### src/rtl/ald_pkg.sv
package ald_pkg;

   typedef enum logic {
      ALD_FLAT    = 1'b0,
      ALD_CASCADE = 1'b1
   } ald_mode_e;

   function automatic int unsigned ald_lines(input int unsigned bits);
      return 32'd1 << bits;
   endfunction

endpackage

### src/rtl/ald_addr_store.sv
module ald_addr_store #(
   parameter int unsigned W = 3
) (
   input  logic         clk,
   input  logic         rst,
   input  logic         hold,
   input  logic [W-1:0] sel_in,
   output logic [W-1:0] stored
);

   generate
      if (W < 1 || W > 8) begin : g_bad_width
         $error("ald_addr_store: W out of range");
      end
   endgenerate

   always_ff @(posedge clk) begin
      if (rst) begin
         stored <= '0;
      end else if (!hold) begin
         stored <= sel_in;
      end
   end

   // reset leaves the code at zero
   p_reset_zero_r1: assert property (@(posedge clk)
      $past(rst) |-> stored == '0);

   // transparent phase loads the select value
   p_load_r2: assert property (@(posedge clk) disable iff (rst)
      !hold |=> stored == $past(sel_in));

   // hold keeps the last loaded code
   p_hold_keeps_r3: assert property (@(posedge clk) disable iff (rst)
      hold |=> $stable(stored));

endmodule

### src/rtl/ald_onehot_gate.sv
module ald_onehot_gate #(
   parameter int unsigned W = 3,
   localparam int unsigned N = ald_pkg::ald_lines(W)
) (
   input  logic [W-1:0] code,
   input  logic         gate_on,
   input  logic         gate_off,
   output logic [N-1:0] lines
);

   logic active;
   assign active = gate_on & ~gate_off;

   generate
      for (genvar g = 0; g < N; g++) begin : g_line
         assign lines[g] = active & (code == W'(g));
      end
   endgenerate

   // gate-level consistency
   always_comb begin
      if (!active) begin
         a_dark_r4: assert (lines == '0);
      end else begin
         a_single_r5: assert ($countones(lines) == 1);
      end
   end

endmodule

### src/rtl/ald_stage.sv
module ald_stage #(
   parameter int unsigned W = 3,
   localparam int unsigned N = ald_pkg::ald_lines(W)
) (
   input  logic         clk,
   input  logic         rst,
   input  logic         hold,
   input  logic [W-1:0] sel_in,
   input  logic         gate_on,
   input  logic         gate_off,
   output logic [N-1:0] lines
);

   logic [W-1:0] code_q;

   ald_addr_store #(.W(W)) u_store (
      .clk    (clk),
      .rst    (rst),
      .hold   (hold),
      .sel_in (sel_in),
      .stored (code_q)
   );

   ald_onehot_gate #(.W(W)) u_gate (
      .code     (code_q),
      .gate_on  (gate_on),
      .gate_off (gate_off),
      .lines    (lines)
   );

endmodule

### src/rtl/ald_decoder.sv
module ald_decoder #(
   parameter int unsigned        SEL_W = 3,
   parameter ald_pkg::ald_mode_e MODE  = ald_pkg::ALD_FLAT,
   localparam int unsigned ADDR_W = (MODE == ald_pkg::ALD_CASCADE) ? 2 * SEL_W : SEL_W,
   localparam int unsigned OUT_W  = ald_pkg::ald_lines(ADDR_W)
) (
   input  logic              clk,
   input  logic              rst,
   input  logic              hold_addr,
   input  logic [ADDR_W-1:0] sel,
   input  logic              gate_on,
   input  logic              gate_off,
   output logic [OUT_W-1:0]  y
);

   localparam int unsigned GRP_N = ald_pkg::ald_lines(SEL_W);

   generate
      if (SEL_W < 1 || SEL_W > 6) begin : g_bad_sel
         $error("ald_decoder: SEL_W out of range");
      end

      if (MODE == ald_pkg::ALD_FLAT) begin : g_flat
         ald_stage #(.W(SEL_W)) u_stage (
            .clk      (clk),
            .rst      (rst),
            .hold     (hold_addr),
            .sel_in   (sel),
            .gate_on  (gate_on),
            .gate_off (gate_off),
            .lines    (y)
         );
      end else begin : g_cascade
         logic [GRP_N-1:0] grp_en;

         // upper level: picks the group, carries the external gating
         ald_stage #(.W(SEL_W)) u_upper (
            .clk      (clk),
            .rst      (rst),
            .hold     (hold_addr),
            .sel_in   (sel[ADDR_W-1:SEL_W]),
            .gate_on  (gate_on),
            .gate_off (gate_off),
            .lines    (grp_en)
         );

         // lower level: one latched decoder per group
         for (genvar g = 0; g < GRP_N; g++) begin : g_grp
            ald_stage #(.W(SEL_W)) u_lower (
               .clk      (clk),
               .rst      (rst),
               .hold     (hold_addr),
               .sel_in   (sel[SEL_W-1:0]),
               .gate_on  (grp_en[g]),
               .gate_off (1'b0),
               .lines    (y[g*GRP_N +: GRP_N])
            );
         end
      end
   endgenerate

   // outputs dark whenever gating is inactive
   p_dark_r4: assert property (@(posedge clk) disable iff (rst)
      !(gate_on && !gate_off) |-> y == '0);

   // exactly one line when gating is active
   p_onehot_r5: assert property (@(posedge clk) disable iff (rst)
      (gate_on && !gate_off) |-> $countones(y) == 1);

   // loaded code selects its line on the next edge
   p_line_follows_r7: assert property (@(posedge clk) disable iff (rst)
      (!hold_addr && gate_on && !gate_off) ##1 (gate_on && !gate_off)
         |-> y[$past(sel)]);

   // held code keeps the lit line while gating stays active
   p_hold_line_r3: assert property (@(posedge clk) disable iff (rst)
      (hold_addr && gate_on && !gate_off) ##1 (gate_on && !gate_off)
         |-> y == $past(y));

endmodule

### config.mk
export PLATFORM = sky130hd
export DESIGN_NAME = ald_decoder
export DESIGN_NICKNAME = d
export VERILOG_FILES = /design/src/rtl/ald_pkg.sv /design/src/rtl/ald_addr_store.sv /design/src/rtl/ald_onehot_gate.sv /design/src/rtl/ald_stage.sv /design/src/rtl/ald_decoder.sv
export SDC_FILE = /design/constraint.sdc
export NUM_CORES = 1
export LEC_CHECK = 0
export BUFFER_PORTS_ARGS = -buffer_cell sky130_fd_sc_hd__buf_2
export CORE_AREA = 2 2 39 41
export CTS_BUF_LIST = sky130_fd_sc_hd__clkbuf_8
export CTS_CLUSTER_SIZE = 30
export DETAILED_ROUTE_END_ITERATION = 8
export DIE_AREA = 0 0 41 43
export PLACE_DENSITY = 0.47
export SLEW_MARGIN = 5
export SYNTH_ARGS = -nofsm -noshare
export SYNTH_HDL_FRONTEND = slang
export SYNTH_SLANG_ARGS = --single-unit
### constraint.sdc
create_clock -name clk -period 1.1 [get_ports clk]
set_input_delay 0.055 -clock clk [delete_from_list [all_inputs] [get_ports clk]]
set_output_delay 0.055 -clock clk [all_outputs]
set_load 0.01 [all_outputs]
# Yosys cells after proc, flatten, opt, wreduce, memory -nomap -nowiden
# Index checks and enable logic that the tools add are counted.
[classes] n_reduce_logical=1 n_bitwise=10 eq_ne=7
[op_table] cell="$eq A3 B3 Y1 const B" n=4
[op_table] cell="$and A1 B1 Y1" n=9
[op_table] cell="$eq A3 B2 Y1 const B" n=2
[op_table] cell="$eq A3 B1 Y1 const B" n=1
[op_table] cell="$logic_not A3 Y1" n=1
[op_table] cell="$not A1 Y1" n=1
[word_totals] regBits=3 output_inout_bits=8 wordCells=19 input_bits=8

# Depth between registers and ports, before layout
[depth] ltp_word=3 depth_mapped=2 depth_no_buf=2

# Cells and area by module
# From an unflattened synthesis, not the netlist that was laid out.
[hier_totals] cells_unflattened=22 hier_area_um2=173.9
[by_module_without_submodules] mod="ald_addr_store" area_each_um2=101.3 cells_per_inst=9 instances=1 seq_area_each_um2=60.1
[by_module_without_submodules] mod="ald_onehot_gate" area_each_um2=72.6 cells_per_inst=13 instances=1 seq_area_each_um2=0.0

# Least setup slack after synthesis
# Ideal clock, no wire load.
[synth_path] kind="register -> output" start="register g_flat.u_stage.u_store.stored[1]" end="output y[1]" stages_incl_launch_ff=3 n_path_buf=0 setup_slack_ns=0.149 arrival_ns=0.896 required_ns=1.045 path_cell_list="dfxtp_1 or3b_4 nor2_1"
[synth_between] elab_chain_cells=2
[synth_lines] element="start, declared" line_no="ald_addr_store.sv:8" source="output logic [W-1:0] stored"
[synth_lines] element="start signal, assigned" line_no="ald_addr_store.sv:21" source="stored <= sel_in;"
[synth_lines] element="$eq A3 B1 Y1" line_no="ald_onehot_gate.sv:16" source="assign lines[g] = active & (code == W'(g));"
[synth_lines] element="$and A1 B1 Y1" line_no="ald_onehot_gate.sv:16"
[synth_lines] element="end, declared" line_no="ald_decoder.sv:13" source="output logic [OUT_W-1:0] y"
# No other way between the ends.

# Worst setup path in the final report
[layout_path] start="register g_flat.u_stage.u_store.stored[1]" end="output y[0]"
[layout_between] elab_chain_cells=2
[layout_lines] element="$logic_not A3 Y1" line_no="ald_onehot_gate.sv:16"
[layout_lines] element="$and A1 B1 Y1" line_no="ald_onehot_gate.sv:16"
# No other way between the ends.

==> impl_metrics.ini <==
[status]
status = complete, but fails checks
violations = negative setup slack

[clock_tree]
cts.clk_slew.worst_paths_ns = 0.03
cts_sinks = 3
htreeDepth = 1
clock_latency_ns = 0.21
cts_buffer_depth = 2
cts_root_buffer = clkbuf_8
cts_tree = built
numCtsBuffers = 3

[pwr]
p_clk_share_pct = 63.5
p_seq_share_pct = 25.7
pwr-share-comb_pct = 10.7
swShare_pct = 20.6
ir_drop_v = 0.00107
p_per_area_nw_per_um2 = 1500
static-leakage-power_nw = 0.171
power_uw = 483
p_int_uw = 383
p_switching_uw = 99.6

[worst_setup_path]
regToRegSetupSlack_ns = 0.39
path_buf_inv = 1
max_stage_delay_ns = 0.39
rr_worst_depth = 3
crit_family = simple AND/OR/NAND/NOR gates
cp_slowest_cell = or3b_4
critical_path_required_ns = 1.04
start_kind = flip-flop
worst_ep_arrival_time_ns = 1.17
r2r_start = g_flat.u_stage.u_store.stored[1]
worst-setup-path-type = flip-flop to output port
rr_endpoint = g_flat.u_stage.u_store.stored[1]
end_kind = output port
cp_max_fo = 4
crit_path_cell_trace = or3b_4 -> nor3_2 -> buf_2

[floorplan]
pin_count = 16
fp.dieW_um = 41
core_um2 = 1380
initial_core_util_pct = 12.6
dieArea_um2 = 1760
fp-row-count = 14
die_h_um = 43

[yosys]
synth_nets = 30
yosysSeqAreaShare_pct = 34.5
synth_warnings = 0
synth_compound_area_share_pct = 0
synth_area_um2 = 174
avgSynthCellArea_um2 = 7.91
ys_types = 9
syn_inst = 22
ys_ff_latch = 3
synthMuxAreaShare_pct = 17.3
synth_xor_area_share_pct = 0
yosys.area_share.simple_pct = 48.2
synth_top_family_by_area = simple AND/OR/NAND/NOR gates
synth_fa_ha_area_share_pct = 0

[final_layout]
n_antenna_cell = 0
fin_nets = 51
top_register = g_flat.u_stage.u_store.stored
final_cells = 58
layout-drive-gt1-share_pct = 52.4
area_growth_pct = 85.6
largest_reg_flops = 3
reg.largest.list = g_flat.u_stage.u_store.stored (3)

[placed_design]
pre_cts_ws_ns = 0.0564
port_buffers = 15
place_hpwl_um = 366
placedCellCount = 53
gp_congestion = 0.667

[flow_run]
maxCapViolations = 0

[timing]
tightest_slew_ns = 0.196
finClkSkew_ns = 0
relSlewSlack_pct = 86.9
max_clock_freq_mhz = 819
setup-tns-final_ns = -0.429
min_period_over_period_pct = 111
hold-worst-slack_ns = 0.0384
rsz0062_at_grt = true
drv_slew = 0
timing.final.hold_violations = 0
setup_ws_ns = -0.121
finalSetupViolations = 5
fin_crit_ns = 1.22

[routing]
vias_per_cell = 3.66
wl_per_cell_um = 7.79
first_iter_violations = 2
vias = 212
wl_um = 452
firstDrtPassIters = 4
drc = 0
drtAntennaViolNets = 0

[min_path]
hold_start = rst
hold_depth = 2
min_to = g_flat.u_stage.u_store.stored[1]
min_path_type = input pin to flip-flop

[global_routing]
grt_pass1_vias = 169
grt_max_degree = 7
antenna_found_initial = 0
grt_overflow = 0
grt_pass1_wl_um = 627
grtUsageTotal_pct = 6.01
-- layout make-up --
type                       instances  area, µm²
fill                             158       1060
multi-input combinational         19        114
timing repair buffer              16       82.6
sequential                         3       61.3
clock buffer                       3       41.3
tap                               16       20.0
clock inverter                     1       3.75
-- metal layers --
metal	part of all wire [%]	routed length, µm	global-route usage (%)
met1	43	193	5.11
met2	41	185	8.13
met3	16	73	6.28
met4	0	0	4.00
met5	0	0	0
-- power groups by stage --
stage | combinational [mW] | clock [mW] | sequential (mW)
floorplan | 0.0258 | 0 | 0.124
CTS | 0.0529 | 0.317 | 0.124
detailed placement | 0.0491 | 0 | 0.126
global placement | 0.0488 | 0 | 0.126
global route | 0.0572 | 0.331 | 0.126
finish | 0.0518 | 0.307 | 0.124
-- cells in the final DEF (no fill, tap or decap), drive strengths merged --
master,synthesis,routed
inv,0,1
nor3,2,2
dfxtp,3,3
nand2,1,1
or3b,1,1
clkbuf,0,3
nand3b,1,1
buf,0,16
mux2i,3,3
nand2b,2,2
nor2,9,9
-- how the worst max path moves through the flow --
stage | start | cells past startpoint | slack (ns) | endpoint
after floorplan | g_flat.u_stage.u_store.stored[1] | 2 | 0.15 | y[1]
after global routing | g_flat.u_stage.u_store.stored[1] | 3 | -0.16 | y[0]
final | g_flat.u_stage.u_store.stored[1] | 3 | -0.12 | y[0]
after CTS | g_flat.u_stage.u_store.stored[1] | 3 | -0.14 | y[0]
after detailed placement | g_flat.u_stage.u_store.stored[1] | 3 | 0.06 | y[0]
after global placement | g_flat.u_stage.u_store.stored[1] | 3 | 0.07 | y[0]
-- cells by family (layout without fill, tap and decap cells) --
| family | Yosys count | count (layout) |
|---|---|---|
| simple gates | 16 | 16 |
| mux | 3 | 3 |
| flops | 3 | 3 |
| buf+inv | 0 | 20 |
-- stage by stage --
step	cell area, µm²	util [%]
4_1_cts	323	23.3
2_1_floorplan	174	-
6_report	323	23.3
5_1_grt	323	23.3
3_5_place_dp	269	19.4
3_3_place_gp	269	19.4
-- cells in the mapped netlist (all sizes together) --
cell / n / area share, %
dfxtp: 3 / 35
mux2i: 3 / 17
nor3: 2 / 8.6
nand2b: 2 / 7.2
nor2: 9 / 19
nand2: 1 / 2.2
nand3b: 1 / 4.3
or3b: 1 / 6.5
-- what timing repair did --
item | 4_1_cts | 5_1_grt
hold buffers | 0 | 0
pin swaps | 4 | 3
buffers inserted | 1 | 0
setup endpoints to repair | 4 | 7
endpoints found under the hold margin | 0 | 0
resized for setup | 1 | 0
No activity file was read; power rests on OpenSTA's default activity.
